$ cat config.mk
export PLATFORM = sky130hd
export DESIGN_NAME = quad_pwm
export DESIGN_NICKNAME = d
export VERILOG_FILES = /design/src/rtl/pwm_pkg.sv /design/src/rtl/pwm_prescale.sv /design/src/rtl/pwm_channel.sv /design/src/rtl/quad_pwm.sv
export SDC_FILE = /design/constraint.sdc
export NUM_CORES = 1
export LEC_CHECK = 0
export CORE_MARGIN = 5
export CORE_UTILIZATION = 65
export DETAILED_ROUTE_END_ITERATION = 8
export PLACE_DENSITY = 0.94
export SYNTH_ARGS = -nofsm -noshare
export SYNTH_HDL_FRONTEND = slang
export SYNTH_SLANG_ARGS = --single-unit
$ cat constraint.sdc
create_clock -name clk -period 5.4 [get_ports clk]
set_input_delay 0.54 -clock clk [delete_from_list [all_inputs] [get_ports clk]]
set_output_delay 0.54 -clock clk [all_outputs]
set_load 0.005 [all_outputs]
$ cat src/rtl/pwm_pkg.sv
package pwm_pkg;
  localparam int unsigned REG_W    = 32;
  localparam int unsigned ADDR_W   = 12;
  localparam int unsigned CH_OFF_W = 5;

  localparam logic [ADDR_W-1:0] G_MODE = 12'h000;
  localparam logic [ADDR_W-1:0] G_ENA  = 12'h004;
  localparam logic [ADDR_W-1:0] G_DIS  = 12'h008;
  localparam logic [ADDR_W-1:0] G_STAT = 12'h00C;

  // channel windows: base aligned to stride, stride = 2**CH_OFF_W
  localparam int unsigned CH_BASE   = 32'h200;
  localparam int unsigned CH_STRIDE = 32'd1 << CH_OFF_W;

  localparam logic [CH_OFF_W-1:0] O_MODE     = 5'h00;
  localparam logic [CH_OFF_W-1:0] O_DUTY     = 5'h04;
  localparam logic [CH_OFF_W-1:0] O_DUTY_UPD = 5'h08;
  localparam logic [CH_OFF_W-1:0] O_PER      = 5'h0C;
  localparam logic [CH_OFF_W-1:0] O_PER_UPD  = 5'h10;

  localparam int unsigned POL_BIT = 9;

  typedef enum logic [2:0] {
    CR_NONE,
    CR_MODE,
    CR_DUTY,
    CR_DUTY_UPD,
    CR_PER,
    CR_PER_UPD
  } chan_reg_e;

  function automatic chan_reg_e decode_chan(input logic [CH_OFF_W-1:0] off);
    case (off)
      O_MODE:     return CR_MODE;
      O_DUTY:     return CR_DUTY;
      O_DUTY_UPD: return CR_DUTY_UPD;
      O_PER:      return CR_PER;
      O_PER_UPD:  return CR_PER_UPD;
      default:    return CR_NONE;
    endcase
  endfunction
endpackage

$ cat src/rtl/pwm_prescale.sv
module pwm_prescale #(
  parameter int unsigned MAX_EXP = 16,
  parameter int unsigned EXP_W   = 5
) (
  input  logic             clk,
  input  logic             rst_n,
  input  logic             run_i,
  input  logic [EXP_W-1:0] exp_i,
  output logic             tick_o
);
  localparam int unsigned PC_W = (MAX_EXP > 0) ? MAX_EXP : 1;

  logic [PC_W-1:0]  pc_q;
  logic [PC_W-1:0]  mask;
  logic [EXP_W-1:0] eff;

  always_comb begin
    eff = (exp_i > EXP_W'(MAX_EXP)) ? EXP_W'(MAX_EXP) : exp_i;
    for (int b = 0; b < int'(PC_W); b++) begin
      mask[b] = (EXP_W'(b) < eff);
    end
  end

  assign tick_o = run_i && ((pc_q & mask) == mask);

  always_ff @(posedge clk or negedge rst_n) begin
    if (!rst_n)      pc_q <= '0;
    else if (!run_i) pc_q <= '0;
    else             pc_q <= pc_q + PC_W'(1);
  end

  // with a nonzero exponent two ticks never fall on consecutive clocks
  a_r8_no_back_to_back: assert property (@(posedge clk) disable iff (!rst_n)
    (run_i && $past(run_i) && tick_o && eff != '0 && $stable(exp_i)) |-> !$past(tick_o));

  // a stopped channel's divider restarts from zero
  a_r12_idle_divider: assert property (@(posedge clk) disable iff (!rst_n)
    !run_i |=> (pc_q == '0));
endmodule

$ cat src/rtl/pwm_channel.sv
module pwm_channel
  import pwm_pkg::*;
#(
  parameter int unsigned CNT_W   = 16,
  parameter int unsigned EXP_W   = 5,
  parameter int unsigned MAX_EXP = 16
) (
  input  logic             clk,
  input  logic             rst_n,
  input  logic             run_i,
  input  logic             wr_i,
  input  chan_reg_e        sel_i,
  input  logic [CNT_W-1:0] wdata_i,
  output logic [REG_W-1:0] rdata_o,
  output logic             pwm_o
);
  logic [EXP_W-1:0] exp_q;
  logic             pol_q;
  logic [CNT_W-1:0] duty_q, duty_upd_q, per_q, per_upd_q, cnt_q;
  logic [CNT_W-1:0] per_val;
  logic             tick, wrap;
  logic             wr_mode, wr_duty_dir, wr_per_dir, wr_duty_upd, wr_per_upd;

  assign per_val     = (wdata_i == '0) ? CNT_W'(1) : wdata_i;
  assign wr_mode     = wr_i && (sel_i == CR_MODE);
  assign wr_duty_dir = wr_i && (sel_i == CR_DUTY) && !run_i;
  assign wr_per_dir  = wr_i && (sel_i == CR_PER) && !run_i;
  assign wr_duty_upd = wr_duty_dir || (wr_i && (sel_i == CR_DUTY_UPD));
  assign wr_per_upd  = wr_per_dir  || (wr_i && (sel_i == CR_PER_UPD));

  pwm_prescale #(
    .MAX_EXP (MAX_EXP),
    .EXP_W   (EXP_W)
  ) u_pre (
    .clk    (clk),
    .rst_n  (rst_n),
    .run_i  (run_i),
    .exp_i  (exp_q),
    .tick_o (tick)
  );

  assign wrap = tick && (cnt_q >= per_q - CNT_W'(1));

  always_ff @(posedge clk or negedge rst_n) begin
    if (!rst_n) begin
      exp_q <= '0;
      pol_q <= 1'b0;
    end else if (wr_mode) begin
      exp_q <= wdata_i[EXP_W-1:0];
      pol_q <= wdata_i[POL_BIT];
    end
  end

  always_ff @(posedge clk or negedge rst_n) begin
    if (!rst_n)           duty_q <= '0;
    else if (wr_duty_dir) duty_q <= wdata_i;
    else if (wrap)        duty_q <= duty_upd_q;
  end

  always_ff @(posedge clk or negedge rst_n) begin
    if (!rst_n)          per_q <= CNT_W'(1);
    else if (wr_per_dir) per_q <= per_val;
    else if (wrap)       per_q <= per_upd_q;
  end

  always_ff @(posedge clk or negedge rst_n) begin
    if (!rst_n)           duty_upd_q <= '0;
    else if (wr_duty_upd) duty_upd_q <= wdata_i;
  end

  always_ff @(posedge clk or negedge rst_n) begin
    if (!rst_n)          per_upd_q <= CNT_W'(1);
    else if (wr_per_upd) per_upd_q <= per_val;
  end

  always_ff @(posedge clk or negedge rst_n) begin
    if (!rst_n)      cnt_q <= '0;
    else if (!run_i) cnt_q <= '0;
    else if (wrap)   cnt_q <= '0;
    else if (tick)   cnt_q <= cnt_q + CNT_W'(1);
  end

  assign pwm_o = pol_q ^ (run_i && (cnt_q < duty_q));

  always_comb begin
    rdata_o = '0;
    case (sel_i)
      CR_MODE: begin
        rdata_o[POL_BIT]   = pol_q;
        rdata_o[EXP_W-1:0] = exp_q;
      end
      CR_DUTY:     rdata_o = REG_W'(duty_q);
      CR_DUTY_UPD: rdata_o = REG_W'(duty_upd_q);
      CR_PER:      rdata_o = REG_W'(per_q);
      CR_PER_UPD:  rdata_o = REG_W'(per_upd_q);
      default:     rdata_o = '0;
    endcase
  end

  // neither period register ever holds zero
  a_r5_period_nonzero: assert property (@(posedge clk) disable iff (!rst_n)
    (per_q != '0) && (per_upd_q != '0));

  // a running counter stays inside the active period
  a_r6_count_in_range: assert property (@(posedge clk) disable iff (!rst_n)
    run_i |-> (cnt_q < per_q));

  // stopping clears the counter
  a_r12_idle_count_zero: assert property (@(posedge clk) disable iff (!rst_n)
    !run_i |=> (cnt_q == '0));

  // a stopped channel drives its polarity level
  a_r7_idle_level: assert property (@(posedge clk) disable iff (!rst_n)
    !run_i |-> (pwm_o == pol_q));

  // while running, the active period only changes at a wrap
  a_r9_load_at_wrap: assert property (@(posedge clk) disable iff (!rst_n)
    (run_i && $past(run_i) && per_q != $past(per_q))
      |-> ($past(cnt_q) == $past(per_q) - CNT_W'(1)));
endmodule

$ cat src/rtl/quad_pwm.sv
module quad_pwm
  import pwm_pkg::*;
#(
  parameter int unsigned NUM_CH  = 4,
  parameter int unsigned CNT_W   = 16,
  parameter int unsigned EXP_W   = 5,
  parameter int unsigned MAX_EXP = 16
) (
  input  logic              clk,
  input  logic              rst_n,
  input  logic [ADDR_W-1:0] bus_addr,
  input  logic              bus_we,
  input  logic [REG_W-1:0]  bus_wdata,
  output logic [REG_W-1:0]  bus_rdata,
  output logic [NUM_CH-1:0] pwm_out
);
  logic [NUM_CH-1:0] run_q;
  logic [REG_W-1:0]  ch_rdata [NUM_CH];
  logic              wr_ena, wr_dis;
  logic              unused_wdata_hi;

  assign unused_wdata_hi = ^bus_wdata[REG_W-1:CNT_W];
  assign wr_ena = bus_we && (bus_addr == G_ENA);
  assign wr_dis = bus_we && (bus_addr == G_DIS);

  always_ff @(posedge clk or negedge rst_n) begin
    if (!rst_n)      run_q <= '0;
    else if (wr_ena) run_q <= run_q | bus_wdata[NUM_CH-1:0];
    else if (wr_dis) run_q <= run_q & ~bus_wdata[NUM_CH-1:0];
  end

  for (genvar i = 0; i < int'(NUM_CH); i++) begin : g_ch
    localparam int unsigned LO = CH_BASE + i * CH_STRIDE;
    logic      hit;
    chan_reg_e sel;

    assign hit = (32'(bus_addr) >= LO) && (32'(bus_addr) < LO + CH_STRIDE);
    assign sel = hit ? decode_chan(bus_addr[CH_OFF_W-1:0]) : CR_NONE;

    pwm_channel #(
      .CNT_W   (CNT_W),
      .EXP_W   (EXP_W),
      .MAX_EXP (MAX_EXP)
    ) u_ch (
      .clk     (clk),
      .rst_n   (rst_n),
      .run_i   (run_q[i]),
      .wr_i    (bus_we && hit),
      .sel_i   (sel),
      .wdata_i (bus_wdata[CNT_W-1:0]),
      .rdata_o (ch_rdata[i]),
      .pwm_o   (pwm_out[i])
    );
  end

  always_comb begin
    bus_rdata = '0;
    if (bus_addr == G_STAT) begin
      bus_rdata = REG_W'(run_q);
    end else begin
      for (int i = 0; i < int'(NUM_CH); i++) bus_rdata = bus_rdata | ch_rdata[i];
    end
  end

  // every bit written as 1 to the enable register is running next cycle
  a_r1_enable_sets: assert property (@(posedge clk) disable iff (!rst_n)
    wr_ena |=> ((run_q & $past(bus_wdata[NUM_CH-1:0])) == $past(bus_wdata[NUM_CH-1:0])));

  // bits written as 0 keep their previous state
  a_r1_zero_bits_kept: assert property (@(posedge clk) disable iff (!rst_n)
    wr_ena |=> ((run_q & ~$past(bus_wdata[NUM_CH-1:0]))
                == ($past(run_q) & ~$past(bus_wdata[NUM_CH-1:0]))));

  // every bit written as 1 to the disable register is stopped next cycle
  a_r2_disable_clears: assert property (@(posedge clk) disable iff (!rst_n)
    wr_dis |=> ((run_q & $past(bus_wdata[NUM_CH-1:0])) == '0));

  // without a bus write the running set holds
  a_r2_quiet_hold: assert property (@(posedge clk) disable iff (!rst_n)
    !bus_we |=> $stable(run_q));
endmodule

## Word level (Yosys, flattened, before mapping)

Index checks and enable logic that the tools add are counted.

- Memories: 0
- ROM bits: 0
- Input port bits: 47
- Bits in latches: 0
- Memory bits (writable): 0
- Register bits: 412

- Multipliers: 0
- Add/sub/neg operators: 12
- Equal/unequal tests: 35
- Div/mod/pow operators: 0
- Reductions and logical operators: 73
- Magnitude comparators: 84
- Bitwise logic cells: 14
- Multiplexer cells: 61
- Shifts and indexed selects: 0

Operators by type and width:

| operator | number |
|---|---|
| $mux 16 | 33 |
| $lt 4x5->1 const A | 32 |
| $add 16x1->16 const B | 8 |
| $pmux 5 s5 | 4 |
| $or 32x32->32 | 3 |
| $pmux 6 s4 | 4 |
| $lt 3x5->1 const A | 16 |
| $and 16x16->16 | 4 |
| $eq 16x16->1 | 4 |
| $ge 16x16->1 | 4 |
| $lt 16x16->1 | 4 |
| $pmux 4 s4 | 4 |
| $sub 16x1->16 const B | 4 |
| $logic_and 1x1->1 | 50 |
| $ge 12x10->1 const B | 4 |
| $lt 12x10->1 const B | 4 |
| $lt 1x5->1 const A | 8 |
| $lt 2x5->1 const A | 8 |
| $mux 32 | 1 |
| $eq 12x4->1 const B | 2 |
| $eq 3x2->1 const B | 8 |
| $eq 3x3->1 const B | 8 |
| $gt 5x5->1 const B | 4 |
| $mux 5 | 4 |
| 19 further kinds | 54 |

## Depth between registers and ports, before layout

Gate-level depths: netlist of the first run.

- Word-level depth: 9
- Gate-level depth with buffers: 16
- Gate-level depth less buffers: 14

## Modules after synthesis

A second synthesis of the first run with hierarchy kept.

- Cells, all modules: 3128
- Area, all modules: 28858.9 µm²

Modules (own cells, without submodules):

| module | cells an instance | area an instance (µm²) | times used |
|---|---|---|---|
| pwm_channel at g_ch[0].u_ch ... | 679 | 6206.0 | 3 |
| pwm_channel at g_ch[3].u_ch | 552 | 5589.1 | 1 |
| pwm_prescale | 101 | 943.4 | 4 |
| quad_pwm | 135 | 878.3 | 1 |

## Worst setup path before layout of the first run

OpenSTA, ideal clock, no wires.

- Kind: flip-flop to flip-flop
- Start point: register g_ch[1].u_ch.per_q[3]
- End point: register g_ch[1].u_ch.per_q[8]
- Setup slack: 1.831 ns
- Arrival time: 3.443 ns
- Stages on the path, launching flop included: 15
- Buffers on the path: 2
- Cell sequence: dfrtp_1 nor4_1 nand2_1 or4_1 nor4_1 xnor2_1 ha_1 and4_1 o21ai_0 o21a_1 clkbuf_1 nor4_4 buf_4 nor3b_1 a221o_1

- Cells in the longest elaborated chain, start to end: 4

Ends and longest elaborated chain:

| element | line | source |
|---|---|---|
| start, declared | pwm_channel.sv:19 | `logic [CNT_W-1:0] duty_q, duty_upd_q, per_q, per_upd_q, cnt_q;` |
| start signal, assigned | pwm_channel.sv:62 | `else if (wr_per_dir) per_q <= per_val;` |
| start signal, assigned | pwm_channel.sv:63 | `else if (wrap) per_q <= per_upd_q;` |
| $sub 16x1->16 | pwm_channel.sv:42 | `assign wrap = tick && (cnt_q >= per_q - CNT_W'(1));` |
| $ge 16x16->1 | pwm_channel.sv:42 |  |
| $logic_and 1x1->1 | pwm_channel.sv:42 |  |
| $reduce_bool 2->1 (no line) | -- |  |

No other way between the ends.
A chain may end at the register's enable or synchronous reset.

## Worst setup path in the final report of the first run

- Start point: register g_ch[3].u_ch.per_q[5]
- End point: register g_ch[3].u_ch.per_q[6]

- Cells in the longest elaborated chain, start to end: 4

Ends and longest elaborated chain:

| element | line |
|---|---|
| start, declared | pwm_channel.sv:19 |
| start signal, assigned | pwm_channel.sv:62 |
| start signal, assigned | pwm_channel.sv:63 |
| $sub 16x1->16 | pwm_channel.sv:42 |
| $ge 16x16->1 | pwm_channel.sv:42 |
| $logic_and 1x1->1 | pwm_channel.sv:42 |
| $reduce_bool 2->1 (no line) | -- |

No other way between the ends.

==> run_results.csv, run 1 <==
group,metric,value,unit
synth,avgSynthCellArea,9.506,sq um
hold_path,hold_path.class,"input pin to asynchronous set/reset pin",
setup_path,crit_path_max_fanout,23,
global_routing,grt_pass1_vias,23025,
synth,yosysTopAreaCell,"dfrtp_1",
floorplan,core_area,38740,sq um
clocking,worstSkewPairLatency,590,ps
global_routing,grt_use_total,36.83,%
setup_path,path_class,"flop to flop",
setup_path,critPathArrivalTime,5150,ps
sta,period_share,86.08,%
clocking,cts_max_path_buffers,3,
sta,rsz0062_at_grt,"no",
run_status,outcome,"finished, violations left",
setup_path,end_kind,"flop",
place,place_ws,1152,ps
global_routing,grt_max_degree,125,
synth,synth_ff_type,"dfrtp_1",
synth,synth_enable_flop_cells,0,
place,portBuffers,50,
setup_path,start_kind,"flop",
floorplan,dieArea,43210,sq um
sta,fin_worst_skew,17.47,ps
clocking,post-cts-setup-buffer-count,0,
clocking,cts.sinks,412,
synth,synthTopCellsByCount,"404 x dfrtp_1, 246 x nor2_1, 186 x a21oi_1",
place,hpwl,53960,microns
global_routing,grt.overflow.total,0,
clocking,ctsResizeCount,0,
detailed_routing,first_pass_iters,9,
setup_path,crit_required,5900,ps
detailed_routing,drt_iter0_drc,4015,
cells_and_area,drive_gt1_share,11.84,%
sta,max_freq,215.1,MHz
synth,synth_cell_types,85,
synth,ys_seq_area_share,40.55,%
synth,synth_area,25450,sq um
sta,fin_crit,4648,ps
clocking,htreeDepth,2,
synth,yosys_warnings,0,
clocking,cts_hold_buf,0,
global_routing,antenna_found_initial,0,
clocking,cts_tree,"done",
floorplan,ios,83,
detailed_routing,route.detailed.drc,1,
cells_and_area,diodes,0,
power_and_ir_drop,leakage,0.01269,uW
power_and_ir_drop,vdd_drop_max,246.6,uV
synth,yosysMostFrequentCell,"dfrtp_1",
cells_and_area,post-route-util,72.07,%
floorplan,start_util,65.69,%
floorplan,die_y,207.9,microns
detailed_routing,num_vias,23372,
sta,tightest_slew,1156,ps
detailed_routing,via_per_inst,7.236,
run_status,violations,"DRC",
sta,setup_violations,0,
run,drv_cap,0,
place,place_congestion,1.042,
cells_and_area,area_growth,9.716,%
cells_and_area,nNetsFinal,2861,
global_routing,grt_first_pass_wirelength,129100,microns
cells_and_area,n_fill_cell,2580,
sta,slew_violations,0,
sta,setup_ws,751.9,ps
synth,synth_top_area_share,39.73,%
clocking,cts_root_buf,"clkbuf_16",
sta,hold_viol_final,0,
sta,maxSlewHeadroom,22.48,%
detailed_routing,ant_nets,0,
power_and_ir_drop,p_per_area,233.1,nW/um^2
synth,ys_async_sr_fraction,100.0,%
detailed_routing,wl,81930,microns
clocking,cts-buffers-inserted,44,
synth,synth_area_leaders,"dfrtp_1 40%, ha_1 6.7%, mux2_2 6.3%",
floorplan,die_w,207.9,microns
synth,synthCells,2677,
synth,ys_ff_latch,412,
sta,timing.setup.tns,0,ps
floorplan,num_rows,72,
clocking,path_clk_slew,70,ps
detailed_routing,wl_per_cell,25.37,microns
routing by layer:
metal	wire, microns	vias to the layer above	share of wire [%]	global-route usage (%)
li1	-	9896	-	-
met5	0	-	0	0
met1	29610	11278	36	47.21
met3	9283	453	11	8.312
met4	6213	0	7.6	21.54
met2	36830	1745	45	57.69
sequential cells by signal (all words and copies together) (netlist names), named ones only:
signal                flops
g_ch.u_ch.cnt_q          64
g_ch.u_ch.duty_q         64
g_ch.u_ch.duty_upd_q     64
g_ch.u_ch.per_q          64
g_ch.u_ch.per_upd_q      64
g_ch.u_ch.u_pre.pc_q     64
g_ch.u_ch.exp_q          20
g_ch.u_ch.pol_q           4
cell families (layout without fill, tap and decap cells):
group           Yosys count  in the layout  share of synthesized area, %
fa+ha+maj               137            137                         6.726
compound gates          696            696                         18.41
buf+inv                 282            302                         4.691
mux                     229            229                         9.804
simple gates            816            816                         16.22
flops                   412            412                         40.55
other cells               1             16                       0.01474
xor+xnor                104            104                         3.579
where the power goes:
group          switching (uW)  leakage [uW]  internal (uW)
registers                17.3       0.00515           3100
clock network            1310      0.000707           1790
logic                     218       0.00683           76.6
total                    1540        0.0127           4970
final timing paths:
kind / cells past startpoint / from / slack, ps / end
min in group clk: 1 / g_ch[1].u_ch.u_pre.pc_q[0]$_DFF_PN0_ / 510 / g_ch[1].u_ch.u_pre.pc_q[0]$_DFF_PN0_
worst min-delay path: 1 / rst_n / 60 / g_ch[0].u_ch.cnt_q[2]$_DFFE_PN0P_
worst max register to register: 14 / g_ch[3].u_ch.per_q[5]$_DFFE_PN0P_ / 750 / g_ch[3].u_ch.per_q[6]$_DFFE_PN0P_
worst min register to register: 1 / g_ch[1].u_ch.u_pre.pc_q[0]$_DFF_PN0_ / 510 / g_ch[1].u_ch.u_pre.pc_q[0]$_DFF_PN0_
max in group asynchronous: 2 / rst_n / 4040 / g_ch[1].u_ch.cnt_q[15]$_DFFE_PN0P_
worst max-delay path: 14 / g_ch[3].u_ch.per_q[5]$_DFFE_PN0P_ / 750 / g_ch[3].u_ch.per_q[6]$_DFFE_PN0P_
critical path: stages, from the launching register on:
cell and delay, ps:
dfrtp_1 450, nor4_1 400, nand2_1 160, or4_1 580, nor3_1 280, xnor2_1 160
ha_1 290, a21oi_1 160, o21ai_0 140, nor2_1 170, nand4_1 200, nand2_1 770
buf_4 370, o21ai_0 150, a21oi_1 260
layout make-up:
cell class / instances / area [sq um] / share of cell area (%)
Tap cell: 518 / 648.1 / 2.321
Clock buffer: 67 / 1289 / 4.616
Inverter: 96 / 360.3 / 1.291
Sequential cell: 412 / 10320 / 36.96
Clock inverter: 13 / 146.4 / 0.5243
Timing Repair Buffer: 126 / 1151 / 4.123
Multi-Input combinational cell: 1998 / 14000 / 50.16
cells in the final DEF (no fill, tap or decap), types with 42 or more instances in the layout:
cell / Yosys / routed
nand3_1: 81 / 81
mux2i_1: 76 / 76
a21oi_1: 186 / 186
buf_4: 23 / 70
inv_1: 94 / 94
nor2_1: 246 / 245
or3_1: 43 / 43
xor2_1: 42 / 42
ha_1: 136 / 136
mux2_2: 143 / 143
dfrtp_1: 404 / 404
xnor2_1: 62 / 62
o21ai_0: 113 / 113
a22oi_1: 57 / 57
nand2_1: 164 / 164
clkbuf_16: 0 / 45
clkdlybuf4s50_1: 0 / 49
stage by stage:
step	hold slack [ps]	cells	instance area, sq um	power, uW
detailed placement	502.6	3150	26480	3455
global route	151.3	3230	27920	6644
floorplan	244.4	2692	25500	3282
CTS	104.4	3230	27920	6496
global placement	486.5	3150	26480	3445
finish	61.64	3230	27920	6507
No activity file was read; power rests on OpenSTA's default activity.
==> run 2, diff against run 1 <==
Settings changed: RECOVER_POWER set to 25.
==> run 2 against run 1 <==
Effect of this change:
- the flow finishes with violations (capacitance limit, slew limit)
- clock power hardly changed
- total power decreased by 0.11%
- clock-buffer cell count unchanged
- design area shrank 0.17%
- critical path depth decreased by 6
- first-iteration DRC count shrank 8.8%
- largest cell class unchanged
==> run_results.csv, run 2 (same netlist as run 1, synthesis figures left out) <==
group,metric,value,unit
detailed_routing,ant_nets,0,
sta,period_share,85.96,%
setup_path,path_class,"flop to output port",
cells_and_area,nNetsFinal,2861,
sta,max_freq,215.4,MHz
clocking,cts_root_buf,"clkbuf_16",
detailed_routing,first_pass_iters,8,
floorplan,ios,83,
floorplan,num_rows,72,
detailed_routing,wl_per_cell,25.31,microns
global_routing,antenna_found_initial,0,
setup_path,critPathBufInv,4,
power_and_ir_drop,vdd_drop_max,246.1,uV
hold_path,hold_path.class,"flop to flop",
cells_and_area,mostFrequentLayoutCells,"404 x dfrtp_1, 245 x nor2_1, 186 x a21oi_1, 164 x nand2_1, 143 x mux2_2",
floorplan,dieArea,43210,sq um
floorplan,die_y,207.9,microns
global_routing,grt_max_degree,125,
global_routing,grt_first_pass_wirelength,129100,microns
setup_path,crit_path_top_delay_cell,"clkbuf_1",
run_status,outcome,"finished, violations left",
setup_path,crit_required,4860,ps
sta,rsz0062_at_grt,"no",
power_and_ir_drop,leakage,0.01265,uW
global_routing,grt_use_total,36.83,%
floorplan,start_util,65.69,%
clocking,cts_hold_buf,0,
run,drv_cap,6,
setup_path,end_kind,"output port",
global_routing,grtUsageMet3,8.312,%
cells_and_area,n_fill_cell,2591,
global_routing,grt_pass1_vias,23025,
sta,fin_crit,4642,ps
clocking,cts_max_path_buffers,3,
setup_path,crit_top_cell,"clkbuf_1",
place,portBuffers,50,
global_routing,grt_use_met2,57.69,%
floorplan,core_area,38740,sq um
sta,maxSlewHeadroom,-102.6,%
clocking,htreeDepth,2,
detailed_routing,num_vias,23331,
clocking,cts_tree,"done",
cells_and_area,area_growth,9.529,%
setup_path,cpLargestDelayFamily,"buffers and inverters",
global_routing,grtUsageMet1,47.21,%
cells_and_area,drive_gt1_share,11.69,%
setup_path,critPathArrivalTime,4100,ps
detailed_routing,drt_iter0_drc,3663,
sta,timing.setup.tns,0,ps
clocking,cts-buffers-inserted,44,
cells_and_area,mostFrequentLayoutCell,"dfrtp_1",
sta,slew_violations,469,
sta,fin_worst_skew,17.51,ps
clocking,path_clk_slew,60,ps
setup_path,max_stage_delay,760,ps
sta,tightest_slew,3038,ps
floorplan,die_w,207.9,microns
setup_path,start_kind,"flop",
detailed_routing,wl,81760,microns
sta,setup_violations,0,
clocking,worstSkewPairLatency,590,ps
global_routing,grt.overflow.total,0,
sta,hold_viol_final,0,
setup_path,crit_path_max_fanout,31,
clocking,post-cts-setup-buffer-count,0,
cells_and_area,post-route-util,71.95,%
global_routing,grt-busiest-layer,"met2",
setup_path,cp_cell_sequence,"clkbuf_1 -> inv_1 -> clkbuf_1 -> a211o_1 -> or3_1 -> mux2_2 -> nand4_1 -> clkdlybuf4s50_1",
clocking,cts.sinks,412,
detailed_routing,via_per_inst,7.221,
place,place_congestion,1.042,
run_status,violations,"capacitance limit, slew limit",
detailed_routing,route.detailed.drc,0,
clocking,ctsResizeCount,0,
power_and_ir_drop,p_per_area,233.2,nW/um^2
place,hpwl,53960,microns
run 2: worst paths after layout:
path	startpoint	end	slack (ps)	depth (start not counted)
worst max-delay path	flop	pwm_out[1]	760	8
worst min-delay path	g_ch[1].u_ch.u_pre.pc_q[0]$_DFF_PN0_	g_ch[1].u_ch.u_pre.pc_q[0]$_DFF_PN0_	520	1
worst max register to register	g_ch[3].u_ch.per_q[5]$_DFFE_PN0P_	g_ch[3].u_ch.per_q[6]$_DFFE_PN0P_	790	14
worst min register to register	g_ch[1].u_ch.u_pre.pc_q[0]$_DFF_PN0_	g_ch[1].u_ch.u_pre.pc_q[0]$_DFF_PN0_	520	1
max in group asynchronous	rst_n	g_ch[1].u_ch.duty_q[9]$_DFFE_PN0P_	1240	2
min in group asynchronous	rst_n	g_ch[0].u_ch.cnt_q[2]$_DFFE_PN0P_	950	1
run 2: final cells by class:
type	instances	area (sq um)	share of cell area, %
Clock buffer	67	1289	4.624
Inverter	96	360.3	1.293
Multi-Input combinational cell	1998	14000	50.25
Clock inverter	13	146.4	0.5252
Tap cell	518	648.1	2.325
Timing Repair Buffer	126	1101	3.950
Antenna cell	1	2.502	0.008978
Sequential cell	412	10320	37.03
run 2: report_power, final:
part           internal, uW  switching (uW)  total (uW)  leakage [uW]
Combinational          73.6             216         290       0.00679
Clock                  1790            1300        3090      0.000707
Sequential             3100            17.3        3120       0.00515
Total                  4960            1540        6500        0.0127
run 2: metal layers:
layer,wire [microns],vias to the layer above
li1,-,9912
met3,9393,484
met5,0,-
met4,6261,0
met2,36850,1727
met1,29260,11208
run 2: per-stage QoR:
step | cell area [sq um] | hold WS [ps] | total power [uW] | worst slack [ps] | instances
floorplan | 25500 | 244.4 | 3282 | 1831 | 2692
global placement | 26480 | 486.5 | 3445 | 1178 | 3150
detailed placement | 26480 | 502.6 | 3455 | 1152 | 3150
CTS | 27920 | 104.4 | 6496 | 994.7 | 3230
global route | 27870 | 531.0 | 6641 | 452.6 | 3230
finish | 27870 | 518.6 | 6500 | 758.2 | 3231
